[config.mk]
export PLATFORM = sky130hd
export DESIGN_NAME = sram_ctl
export DESIGN_NICKNAME = d
export VERILOG_FILES = /design/src/rtl/sram_ctl_pkg.sv /design/src/rtl/sram_ctl_timer.sv /design/src/rtl/sram_ctl_fsm.sv /design/src/rtl/sram_ctl_datapath.sv /design/src/rtl/sram_ctl.sv
export SDC_FILE = /design/constraint.sdc
export NUM_CORES = 1
export LEC_CHECK = 0
export CAP_MARGIN = 5
export CELL_PAD_IN_SITES_DETAIL_PLACEMENT = 1
export CELL_PAD_IN_SITES_GLOBAL_PLACEMENT = 2
export CORE_MARGIN = 2
export CORE_UTILIZATION = 23
export CTS_CLUSTER_SIZE = 10
export DETAILED_ROUTE_END_ITERATION = 8
export MAX_ROUTING_LAYER = met4
export PLACE_DENSITY_LB_ADDON = 0.1
export SETUP_SLACK_MARGIN = 0.3
export SLEW_MARGIN = 30
export SYNTH_ARGS = -nofsm -noshare
export SYNTH_HDL_FRONTEND = slang
export SYNTH_SLANG_ARGS = --single-unit
export TNS_END_PERCENT = 20
[constraint.sdc]
create_clock -name clk -period 2.01 [get_ports clk]
set_input_delay 0.603 -clock clk [delete_from_list [all_inputs] [get_ports clk]]
set_output_delay 0.603 -clock clk [all_outputs]
set_load 0.01 [all_outputs]
[src/rtl/sram_ctl_pkg.sv]
// Shared types and timing helpers for the asynchronous SRAM controller.
// Assumes timing parameters in whole nanoseconds and clock in MHz.
package sram_ctl_pkg;

    typedef enum logic [2:0] {
        ST_IDLE,
        ST_READ,
        ST_TURN,
        ST_WRITE,
        ST_WREC,
        ST_SLEEP,
        ST_WAKE
    } ctl_state_t;

    typedef struct packed {
        logic sel_lo_n;
        logic sel_hi;
        logic outen_n;
        logic wren_n;
        logic drv;
    } strobe_t;

    // Nanoseconds to clock cycles, rounded up.
    function automatic int unsigned ns_to_cyc(input int unsigned ns, input int unsigned mhz);
        return (ns * mhz + 999) / 1000;
    endfunction

    function automatic int unsigned max2(input int unsigned a, input int unsigned b);
        return (a > b) ? a : b;
    endfunction

endpackage

[src/rtl/sram_ctl_timer.sv]
// Down counter that times each controller phase.
// A load of N-1 makes the phase last N cycles; done is high when the count is zero.
module sram_ctl_timer #(
    parameter int unsigned CNT_W = 3
) (
    input  logic             clk,
    input  logic             rst_n,
    input  logic             load,
    input  logic [CNT_W-1:0] load_val,
    output logic             done
);
    logic [CNT_W-1:0] cnt;

    // Load on phase entry, otherwise count down to zero and hold.
    always_ff @(posedge clk) begin
        if (!rst_n)          cnt <= '0;
        else if (load)       cnt <= load_val;
        else if (cnt != '0)  cnt <= cnt - 1'b1;
    end

    assign done = (cnt == '0);
endmodule

[src/rtl/sram_ctl_fsm.sv]
// Sequencer for the SRAM controller: accepts requests, steps through the
// access, recovery, turnaround and standby phases, and registers the strobes.
// Assumes every *_CYC parameter is at least 1 and fits in CNT_W bits.
module sram_ctl_fsm
    import sram_ctl_pkg::*;
#(
    parameter int unsigned RD_CYC   = 6,
    parameter int unsigned WP_CYC   = 5,
    parameter int unsigned REC_CYC  = 1,
    parameter int unsigned HZ_CYC   = 2,
    parameter int unsigned WAKE_CYC = 6,
    parameter int unsigned CNT_W    = 3
) (
    input  logic             clk,
    input  logic             rst_n,
    input  logic             req_valid,
    input  logic             req_write,
    input  logic             standby_req,
    input  logic             timer_done,
    output logic             req_ready,
    output logic             accept,
    output logic             capture,
    output logic             timer_load,
    output logic [CNT_W-1:0] timer_val,
    output strobe_t          strobes
);
    ctl_state_t state, state_nx;

    // Strobe levels for each phase; the idle values deselect the RAM.
    function automatic strobe_t decode(input ctl_state_t s);
        strobe_t o;
        o = '{sel_lo_n: 1'b1, sel_hi: 1'b1, outen_n: 1'b1, wren_n: 1'b1, drv: 1'b0};
        case (s)
            ST_READ:  begin o.sel_lo_n = 1'b0; o.outen_n = 1'b0; end
            ST_WRITE: begin o.sel_lo_n = 1'b0; o.wren_n = 1'b0; o.drv = 1'b1; end
            ST_WREC:  begin o.sel_lo_n = 1'b0; o.drv = 1'b1; end
            ST_SLEEP: o.sel_hi = 1'b0;
            default:  ;
        endcase
        return o;
    endfunction

    // Handshake: only an idle controller outside standby takes a request.
    always_comb begin
        req_ready = (state == ST_IDLE) && !standby_req;
        accept    = req_ready && req_valid;
    end

    // Next phase, timer reload and read capture.
    always_comb begin
        state_nx   = state;
        timer_load = 1'b0;
        timer_val  = '0;
        capture    = 1'b0;
        case (state)
            ST_IDLE: begin
                if (standby_req) begin
                    state_nx = ST_SLEEP;
                end else if (req_valid) begin
                    timer_load = 1'b1;
                    if (req_write) begin
                        state_nx  = ST_WRITE;
                        timer_val = CNT_W'(WP_CYC - 1);
                    end else begin
                        state_nx  = ST_READ;
                        timer_val = CNT_W'(RD_CYC - 1);
                    end
                end
            end
            ST_READ: if (timer_done) begin
                capture    = 1'b1;
                state_nx   = ST_TURN;
                timer_load = 1'b1;
                timer_val  = CNT_W'(HZ_CYC - 1);
            end
            ST_TURN:  if (timer_done) state_nx = ST_IDLE;
            ST_WRITE: if (timer_done) begin
                state_nx   = ST_WREC;
                timer_load = 1'b1;
                timer_val  = CNT_W'(REC_CYC - 1);
            end
            ST_WREC:  if (timer_done) state_nx = ST_IDLE;
            ST_SLEEP: if (!standby_req) begin
                state_nx   = ST_WAKE;
                timer_load = 1'b1;
                timer_val  = CNT_W'(WAKE_CYC - 1);
            end
            ST_WAKE:  if (timer_done) state_nx = ST_IDLE;
            default:  state_nx = ST_IDLE;
        endcase
    end

    // Phase register and glitch-free registered strobes.
    always_ff @(posedge clk) begin
        if (!rst_n) begin
            state   <= ST_IDLE;
            strobes <= decode(ST_IDLE);
        end else begin
            state   <= state_nx;
            strobes <= decode(state_nx);
        end
    end
endmodule

[src/rtl/sram_ctl_datapath.sv]
// Address, write-data and read-data registers of the SRAM controller.
// Assumes accept and capture are never high in the same cycle.
module sram_ctl_datapath #(
    parameter int unsigned ADDR_W = 18,
    parameter int unsigned DATA_W = 8
) (
    input  logic              clk,
    input  logic              rst_n,
    input  logic              accept,
    input  logic [ADDR_W-1:0] req_addr,
    input  logic [DATA_W-1:0] req_wdata,
    input  logic              capture,
    input  logic [DATA_W-1:0] mem_data_in,
    output logic [ADDR_W-1:0] mem_addr,
    output logic [DATA_W-1:0] mem_data_out,
    output logic              rsp_valid,
    output logic [DATA_W-1:0] rsp_rdata
);
    // Hold address and write data for the whole access.
    always_ff @(posedge clk) begin
        if (!rst_n) begin
            mem_addr     <= '0;
            mem_data_out <= '0;
        end else if (accept) begin
            mem_addr     <= req_addr;
            mem_data_out <= req_wdata;
        end
    end

    // Sample the bus at the end of the access window and pulse the response.
    always_ff @(posedge clk) begin
        if (!rst_n) begin
            rsp_valid <= 1'b0;
            rsp_rdata <= '0;
        end else begin
            rsp_valid <= capture;
            if (capture) rsp_rdata <= mem_data_in;
        end
    end
endmodule

[src/rtl/sram_ctl.sv]
// Top of the asynchronous SRAM controller. Converts valid/ready requests into
// timed strobes for a dual-select 8-bit static RAM, with standby retention.
// Assumes CLK_MHZ and the *_NS timings describe the RAM grade in use.
module sram_ctl
    import sram_ctl_pkg::*;
#(
    parameter int unsigned ADDR_W   = 18,
    parameter int unsigned DATA_W   = 8,
    parameter int unsigned CLK_MHZ  = 100,
    parameter int unsigned T_RC_NS  = 55,
    parameter int unsigned T_AA_NS  = 55,
    parameter int unsigned T_WC_NS  = 55,
    parameter int unsigned T_WP_NS  = 40,
    parameter int unsigned T_AW_NS  = 45,
    parameter int unsigned T_CW_NS  = 45,
    parameter int unsigned T_DW_NS  = 25,
    parameter int unsigned T_HZ_NS  = 20
) (
    input  logic              clk,
    input  logic              rst_n,
    input  logic              req_valid,
    output logic              req_ready,
    input  logic              req_write,
    input  logic [ADDR_W-1:0] req_addr,
    input  logic [DATA_W-1:0] req_wdata,
    output logic              rsp_valid,
    output logic [DATA_W-1:0] rsp_rdata,
    input  logic              standby_req,
    output logic [ADDR_W-1:0] mem_addr,
    output logic              mem_sel_lo_n,
    output logic              mem_sel_hi,
    output logic              mem_outen_n,
    output logic              mem_wren_n,
    output logic [DATA_W-1:0] mem_data_out,
    output logic              mem_data_drv,
    input  logic [DATA_W-1:0] mem_data_in
);
    localparam int unsigned RD_CYC   = max2(1, ns_to_cyc(max2(T_RC_NS, T_AA_NS), CLK_MHZ));
    localparam int unsigned WP_CYC   = max2(1, ns_to_cyc(max2(max2(T_WP_NS, T_AW_NS),
                                                             max2(T_CW_NS, T_DW_NS)), CLK_MHZ));
    localparam int unsigned WC_CYC   = ns_to_cyc(T_WC_NS, CLK_MHZ);
    localparam int unsigned REC_CYC  = (WC_CYC > WP_CYC + 1) ? WC_CYC - WP_CYC : 1;
    localparam int unsigned HZ_CYC   = max2(1, ns_to_cyc(T_HZ_NS, CLK_MHZ));
    localparam int unsigned WAKE_CYC = max2(1, ns_to_cyc(T_RC_NS, CLK_MHZ));
    localparam int unsigned MAX_CYC  = max2(max2(RD_CYC, WP_CYC),
                                            max2(max2(REC_CYC, HZ_CYC), WAKE_CYC));
    localparam int unsigned CNT_W    = max2(1, $clog2(MAX_CYC + 1));

    logic             accept, capture, timer_load, timer_done;
    logic [CNT_W-1:0] timer_val;
    strobe_t          strobes;

    sram_ctl_timer #(.CNT_W(CNT_W)) u_timer (
        .clk(clk), .rst_n(rst_n), .load(timer_load), .load_val(timer_val), .done(timer_done)
    );

    sram_ctl_fsm #(
        .RD_CYC(RD_CYC), .WP_CYC(WP_CYC), .REC_CYC(REC_CYC),
        .HZ_CYC(HZ_CYC), .WAKE_CYC(WAKE_CYC), .CNT_W(CNT_W)
    ) u_fsm (
        .clk(clk), .rst_n(rst_n), .req_valid(req_valid), .req_write(req_write),
        .standby_req(standby_req), .timer_done(timer_done), .req_ready(req_ready),
        .accept(accept), .capture(capture), .timer_load(timer_load),
        .timer_val(timer_val), .strobes(strobes)
    );

    sram_ctl_datapath #(.ADDR_W(ADDR_W), .DATA_W(DATA_W)) u_dp (
        .clk(clk), .rst_n(rst_n), .accept(accept), .req_addr(req_addr),
        .req_wdata(req_wdata), .capture(capture), .mem_data_in(mem_data_in),
        .mem_addr(mem_addr), .mem_data_out(mem_data_out),
        .rsp_valid(rsp_valid), .rsp_rdata(rsp_rdata)
    );

    assign mem_sel_lo_n = strobes.sel_lo_n;
    assign mem_sel_hi   = strobes.sel_hi;
    assign mem_outen_n  = strobes.outen_n;
    assign mem_wren_n   = strobes.wren_n;
    assign mem_data_drv = strobes.drv;
endmodule

==> results of run 1 <==
==> through the flow <==
stage	area, µm²	setup TNS, ns	std cells	hold WS (ns)	power (W)
4_1_cts	2990	0	415	0.461	0.00361
3_3_place_gp	2850	-1.18	407	0.442	0.00272
2_1_floorplan	1900	0	220	0.481	0.00211
3_5_place_dp	2850	-1.50	407	0.448	0.00273
6_report	3030	0	416	0.456	0.00355
5_1_grt	3030	0	416	0.483	0.00382
==> final cells by class <==
class                      instances  share of cell area
timing repair buffer              97               0.314
sequential                        46               0.305
multi-input combinational        154               0.283
tap                              105              0.0434
clock buffer                       6              0.0273
clock inverter                     2              0.0199
inverter                           6             0.00744
==> how the worst max path moves through the flow <==
| stage | slack, ns | endpoint | cells after the start |
|---|---|---|---|
| floorplan | 0.46 | u_fsm.strobes[0] | 5 |
| global placement | -0.39 | req_ready | 3 |
| detailed placement | -0.40 | req_ready | 3 |
| CTS | 0.20 | mem_addr[2] | 1 |
| global route | 0.17 | mem_addr[2] | 1 |
| finish | 0.22 | mem_addr[11] | 1 |
==> layer usage <==
metal / GRT usage / part of all wire / vias to the layer above
li1: - / - / 902
met1: 0.161 / 0.47 / 818
met2: 0.207 / 0.48 / 45
met3: 0.0287 / 0.048 / 6
met4: 0.0399 / 0.0096 / 0
met5: - / 0 / -
==> what timing repair did <==
action,CTS,global route
buffers inserted,0,1
pin swaps,0,3
resized for setup,15,13
setup endpoints to repair,51,41
==> where the power goes <==
| group | switching (W) | internal (W) | total (W) |
|---|---|---|---|
| Sequential | 0.0000903 | 0.00109 | 0.00118 |
| Clock | 0.000321 | 0.000531 | 0.000852 |
| Combinational | 0.000777 | 0.000740 | 0.00152 |
==> cell families after synthesis <==
kind of cell,count (synthesis),synth area share
and+or+nand+nor,102,0.247
AOI/OAI and AO/OA,49,0.175
DFF,46,0.485
adders and majority gates,2,0.0132
xor gates and xnor gates,1,0.00462
buffers and inverters,20,0.0758
==> Yosys cell counts <==
cell type  instances  area share
a31oi_2            1      0.0066
inv_1              5      0.0099
buf_2              1      0.0026
nor3b_1            2      0.0079
nand2b_1           1      0.0033
o21ai_0            1      0.0026
and3_1             1      0.0033
and2_4             1      0.0046
nand3b_1           1      0.0040
a22oi_1            1      0.0040
xnor2_1            1      0.0046
inv_2              1      0.0020
nor2_1             6       0.012
nand4b_1           1      0.0046
nor4_4             1       0.011
buf_4              3       0.012
a211oi_2           1      0.0066
nor3_2             1      0.0053
a21oi_2           11       0.051
and2b_1            1      0.0040
a211o_1            2      0.0092
nand3_1           12       0.032
nand2_1           68        0.13
a211oi_1           1      0.0040
ha_1               2       0.013
nor3_1             1      0.0026
buf_6              1      0.0059
o21ai_1            1      0.0026
or3b_1             1      0.0046
a21oi_1           26       0.069
nor2b_1            3      0.0099
a21o_1             1      0.0040
clkbuf_1           6       0.012
nand2_2            1      0.0033
a31oi_1            1      0.0033
buf_12             3       0.032
o211ai_2           1      0.0066
a21boi_2           1      0.0059
dfxtp_1           46        0.49
==> registers in the layout (all words and copies together), names as in the netlist <==
signal	cells
u_dp.mem_addr	18
u_fsm.state	3
u_dp.rsp_valid	1
u_timer.cnt	3
u_dp.rsp_rdata	8
u_fsm.strobes	5
u_dp.mem_data_out	8
==> impl_metrics.yaml, run 1 <==
sta:
  fin_ws_ns: 0.216
  worstMarginPinSlew_ns: 0.294
  slew_violations: 0
  fin_worst_skew_ns: 0.0149
  slew_headroom: 0.804
  rsz0062_at_grt: "yes"
  setup_viol: 0
  fmax_ghz: 0.557
  hold_viol: 0
  period_share: 0.893
  fin_crit_ns: 1.79
place:
  numPortBuffers: 79
  place_hpwl_um: 3960
  gp_congestion: 0.735
  pre_cts_ws_ns: -0.404
floorplan:
  die_h_um: 94.8
  dieArea_um2: 9000
  ios: 80
  initial_utilization: 0.235
  chipWidth_um: 94.8
  core_um2: 8090
  row_count: 33
synthesis:
  avgSynthCellArea_um2: 8.63
  ys_ff_latch: 46
  yosys_warnings: 0
  synth_seq_area_share: 0.485
  synthDistinctLibCells: 39
  syn_nets: 261
  netlist_instances: 220
  syn-cell-area_um2: 1900
final_layout:
  drive_above_1_share: 0.170
  layout.nets: 351
  antennaDiodeCount: 0
  layout_common_cells: "nand2_1 (68), clkdlybuf4s50_1 (65), dfxtp_1 (45)"
  num-fill-cells: 966
  syn_to_final_growth_pct: 59.4
  final_common_cell: "nand2_1"
  multiInputGateArea_um2: 856
  regArea_um2: 922
  final_util: 0.374
worst_setup_path:
  crit_fanout: 2
  crit_required_ns: 1.41
  critical_path.cell_chain: "clkdlybuf4s50_1"
  startpoint: "u_dp.mem_addr[11]"
  cpLargestDelayFamily: "buffers and inverters"
  r2r-start: "u_fsm.state[1]"
  r2r_end: "u_fsm.strobes[4]"
  r2r_cells: 7
  path_buf_inv: 1
  crit_type: "flip-flop to output pin"
  r2r_setup_slack_ns: 0.38
  crit_path_end_kind: "output pin"
  cp-start-kind: "flip-flop"
  cp.arrival_ns: 1.19
  critPathSlowestCell: "clkdlybuf4s50_1"
  critical-path-max-stage-delay_ns: 0.54
hold_path:
  hold_path_end: "u_dp.mem_addr[6]"
  hold_path_class: "flip-flop to flip-flop"
  hp-start: "u_dp.mem_addr[6]"
  whs_path_depth: 2
clock_network:
  cts-root-buf: "clkbuf_8"
  clockBufferDepth: 2
  clk_pin_slew_ns: 0.10
  h-tree-depth: 2
  clkSinkCount: 46
  numCtsBuffers: 5
  cts_tree: "yes"
  hold_buffers: 0
  clk_latency_ns: 0.30
route:
  drc: 0
  drt-pass1-iter-count: 4
  routed_wl_um: 5410
  drt_iter0_drc: 56
  routed_via_density: 4.26
  wl_per_cell_um: 13.0
  num_vias: 1771
  drtAntennaViolNets: 0
power_and_ir_drop:
  p_leak_nw: 1.21
  vdd_drop_max_v: 0.000655
  powerDensity_nw_per_um2: 1170
global_route:
  grt_max_degree: 38
  grt_usage: 0.129
  globalRoute.totalOverflow: 0
  first_global_vias: 1772
  grt_pass1_wl_um: 8740
  antenna_found_initial: 0
flow_run:
  drv_cap: 0
status:
  status: "finished clean"
No activity file was read; power rests on OpenSTA's default activity.
==> inputs of run 2 (changes only) <==
--- a/config.mk
+++ b/config.mk
@@ -9,7 +9,7 @@
 export CELL_PAD_IN_SITES_DETAIL_PLACEMENT = 1
 export CELL_PAD_IN_SITES_GLOBAL_PLACEMENT = 2
 export CORE_MARGIN = 2
-export CORE_UTILIZATION = 23
+export CORE_UTILIZATION = 25
 export CTS_CLUSTER_SIZE = 10
 export DETAILED_ROUTE_END_ITERATION = 8
 export MAX_ROUTING_LAYER = met4
==> constraint.sdc (replaced) <==
create_clock -name clk -period 2.1 [get_ports clk]
set_input_delay 0.63 -clock clk [delete_from_list [all_inputs] [get_ports clk]]
set_output_delay 0.63 -clock clk [all_outputs]
set_load 0.01 [all_outputs]
==> run 2 against run 1 <==
  * Clock skew is 0.0099 ns lower
  * Flip-flop and latch count stayed put
  * Die area is 7.7% lower
  * Critical path depth stayed put
==> impl_metrics.yaml, run 2 (synthesis gave the netlist of run 1 again) <==
sta:
  slew_violations: 0
  slew_headroom: 0.820
  fin_crit_ns: 1.82
  fmax_ghz: 0.551
  period_share: 0.864
  worstMarginPinSlew_ns: 0.270
  setup_viol: 0
  fin_worst_skew_ns: 0.00493
  rsz0062_at_grt: "yes"
  hold_viol: 0
  fin_ws_ns: 0.285
worst_setup_path:
  critical_path.cell_chain: "clkdlybuf4s50_1"
  r2r-start: "u_timer.cnt[0]"
  critical-path-max-stage-delay_ns: 0.55
  r2r_setup_slack_ns: 0.40
  path_buf_inv: 1
  r2r_end: "u_fsm.strobes[0]"
  crit_path_end_kind: "output pin"
  cpLargestDelayFamily: "buffers and inverters"
  cp-start-kind: "flip-flop"
  critPathSlowestCell: "clkdlybuf4s50_1"
  r2r_cells: 7
  cp.arrival_ns: 1.19
  crit_fanout: 2
  crit_required_ns: 1.47
  crit_type: "flip-flop to output pin"
place:
  place_hpwl_um: 3770
  pre_cts_ws_ns: -0.364
  gp_congestion: 0.751
  numPortBuffers: 79
floorplan:
  chipWidth_um: 91.1
  dieArea_um2: 8310
  initial_utilization: 0.260
  core_um2: 7290
  row_count: 31
  die_h_um: 91.1
  ios: 80
route:
  drc: 0
  routed_wl_um: 5350
  num_vias: 1794
  routed_via_density: 4.36
  drt-pass1-iter-count: 4
  wl_per_cell_um: 13.0
  drt_iter0_drc: 34
  drtAntennaViolNets: 0
global_route:
  first_global_vias: 1804
  globalRoute.totalOverflow: 0
  antenna_found_initial: 0
  grt_max_degree: 28
  grt_usage: 0.135
  grt_pass1_wl_um: 8890
final_layout:
  top_register: "u_dp.mem_addr"
  largest_reg_flops: 18
  layout.nets: 352
  antennaDiodeCount: 0
  drive_above_1_share: 0.151
  final_common_cell: "nand2_1"
  num-fill-cells: 899
  syn_to_final_growth_pct: 57.7
  reg_top3: "u_dp.mem_addr (18), u_dp.mem_data_out (8), u_dp.rsp_rdata (8)"
  layout_common_cells: "nand2_1 (68), clkdlybuf4s50_1 (67), dfxtp_1 (46)"
clock_network:
  clkSinkCount: 46
  cts_tree: "yes"
  hold_buffers: 0
  clk_latency_ns: 0.29
  numCtsBuffers: 5
  clockBufferDepth: 2
  clk_pin_slew_ns: 0.09
  h-tree-depth: 2
  cts-root-buf: "clkbuf_8"
power_and_ir_drop:
  total_power_w: 0.00321
  p_leak_nw: 1.27
  vdd_drop_max_v: 0.000364
  powerDensity_nw_per_um2: 1070
hold_path:
  hp-start: "u_dp.mem_addr[5]"
  whs_path_depth: 2
  hold_path_end: "u_dp.mem_addr[5]"
  hold_path_class: "flip-flop to flip-flop"
flow_run:
  drv_cap: 0
status:
  status: "finished clean"
run 2: cell types whose count changed in the layout (fill, tap and decap cells not counted), sizes merged:
cell	before	now
clkdlybuf4s50	65	67
buf	20	21
bufinv	2	1
dlymetal6s2s	5	10
clkbuf	6	7
dlygate4sd2	7	0
run 2: timing repair:
item / CTS / global route
endpoints found under the setup margin: 34 / 50
gates resized for setup: 8 / 10
pin swaps: 1 / 0
buffers inserted: 1 / 0
run 2: worst max path at each step:
stage                                    start                to  slack (ns)  depth (start not counted)
final                     u_dp.mem_data_out[1]   mem_data_out[1]        0.28                          1
after global routing      u_dp.mem_data_out[1]   mem_data_out[1]        0.24                          1
after CTS                    u_dp.mem_addr[11]      mem_addr[11]        0.27                          1
after detailed placement           standby_req         req_ready       -0.36                          3
after global placement             standby_req         req_ready       -0.35                          3
after floorplan                    standby_req  u_fsm.strobes[0]        0.53                          5
run 2: where the power goes:
part	leakage (nW)	switching, W	internal (W)
clock network	0.0524	0.000288	0.000357
logic	0.838	0.000727	0.000709
registers	0.375	0.0000886	0.00105
total	1.27	0.00110	0.00211
run 2: through the flow:
stage,instance area (µm²),hold WS (ns),utilization,TNS (ns),std cells
after CTS,2970,0.461,0.407,0,411
after global placement,2860,0.442,0.393,-0.664,402
after detailed placement,2860,0.448,0.393,-0.735,402
final,2990,0.455,0.410,0,411
after global routing,2990,0.484,0.410,0,411
after floorplan,1900,0.481,-,0,220
run 2: routing by layer:
metal  track usage  vias up  routed length (µm)
met5             -        -                   0
met4        0.0227        0                   0
met3        0.0282        0                 238
met2         0.209       51                2390
met1         0.184      836                2720
li1              -      907                   -
run 2: area by class of cell:
class / count / area (µm²) / share of cell area
clock inverter: 1 / 30.0 / 0.0100
tap: 99 / 124 / 0.0414
timing repair buffer: 98 / 986 / 0.329
multi-input combinational: 154 / 833 / 0.278
inverter: 6 / 22.5 / 0.00753
clock buffer: 7 / 76.3 / 0.0255
sequential: 46 / 921 / 0.308
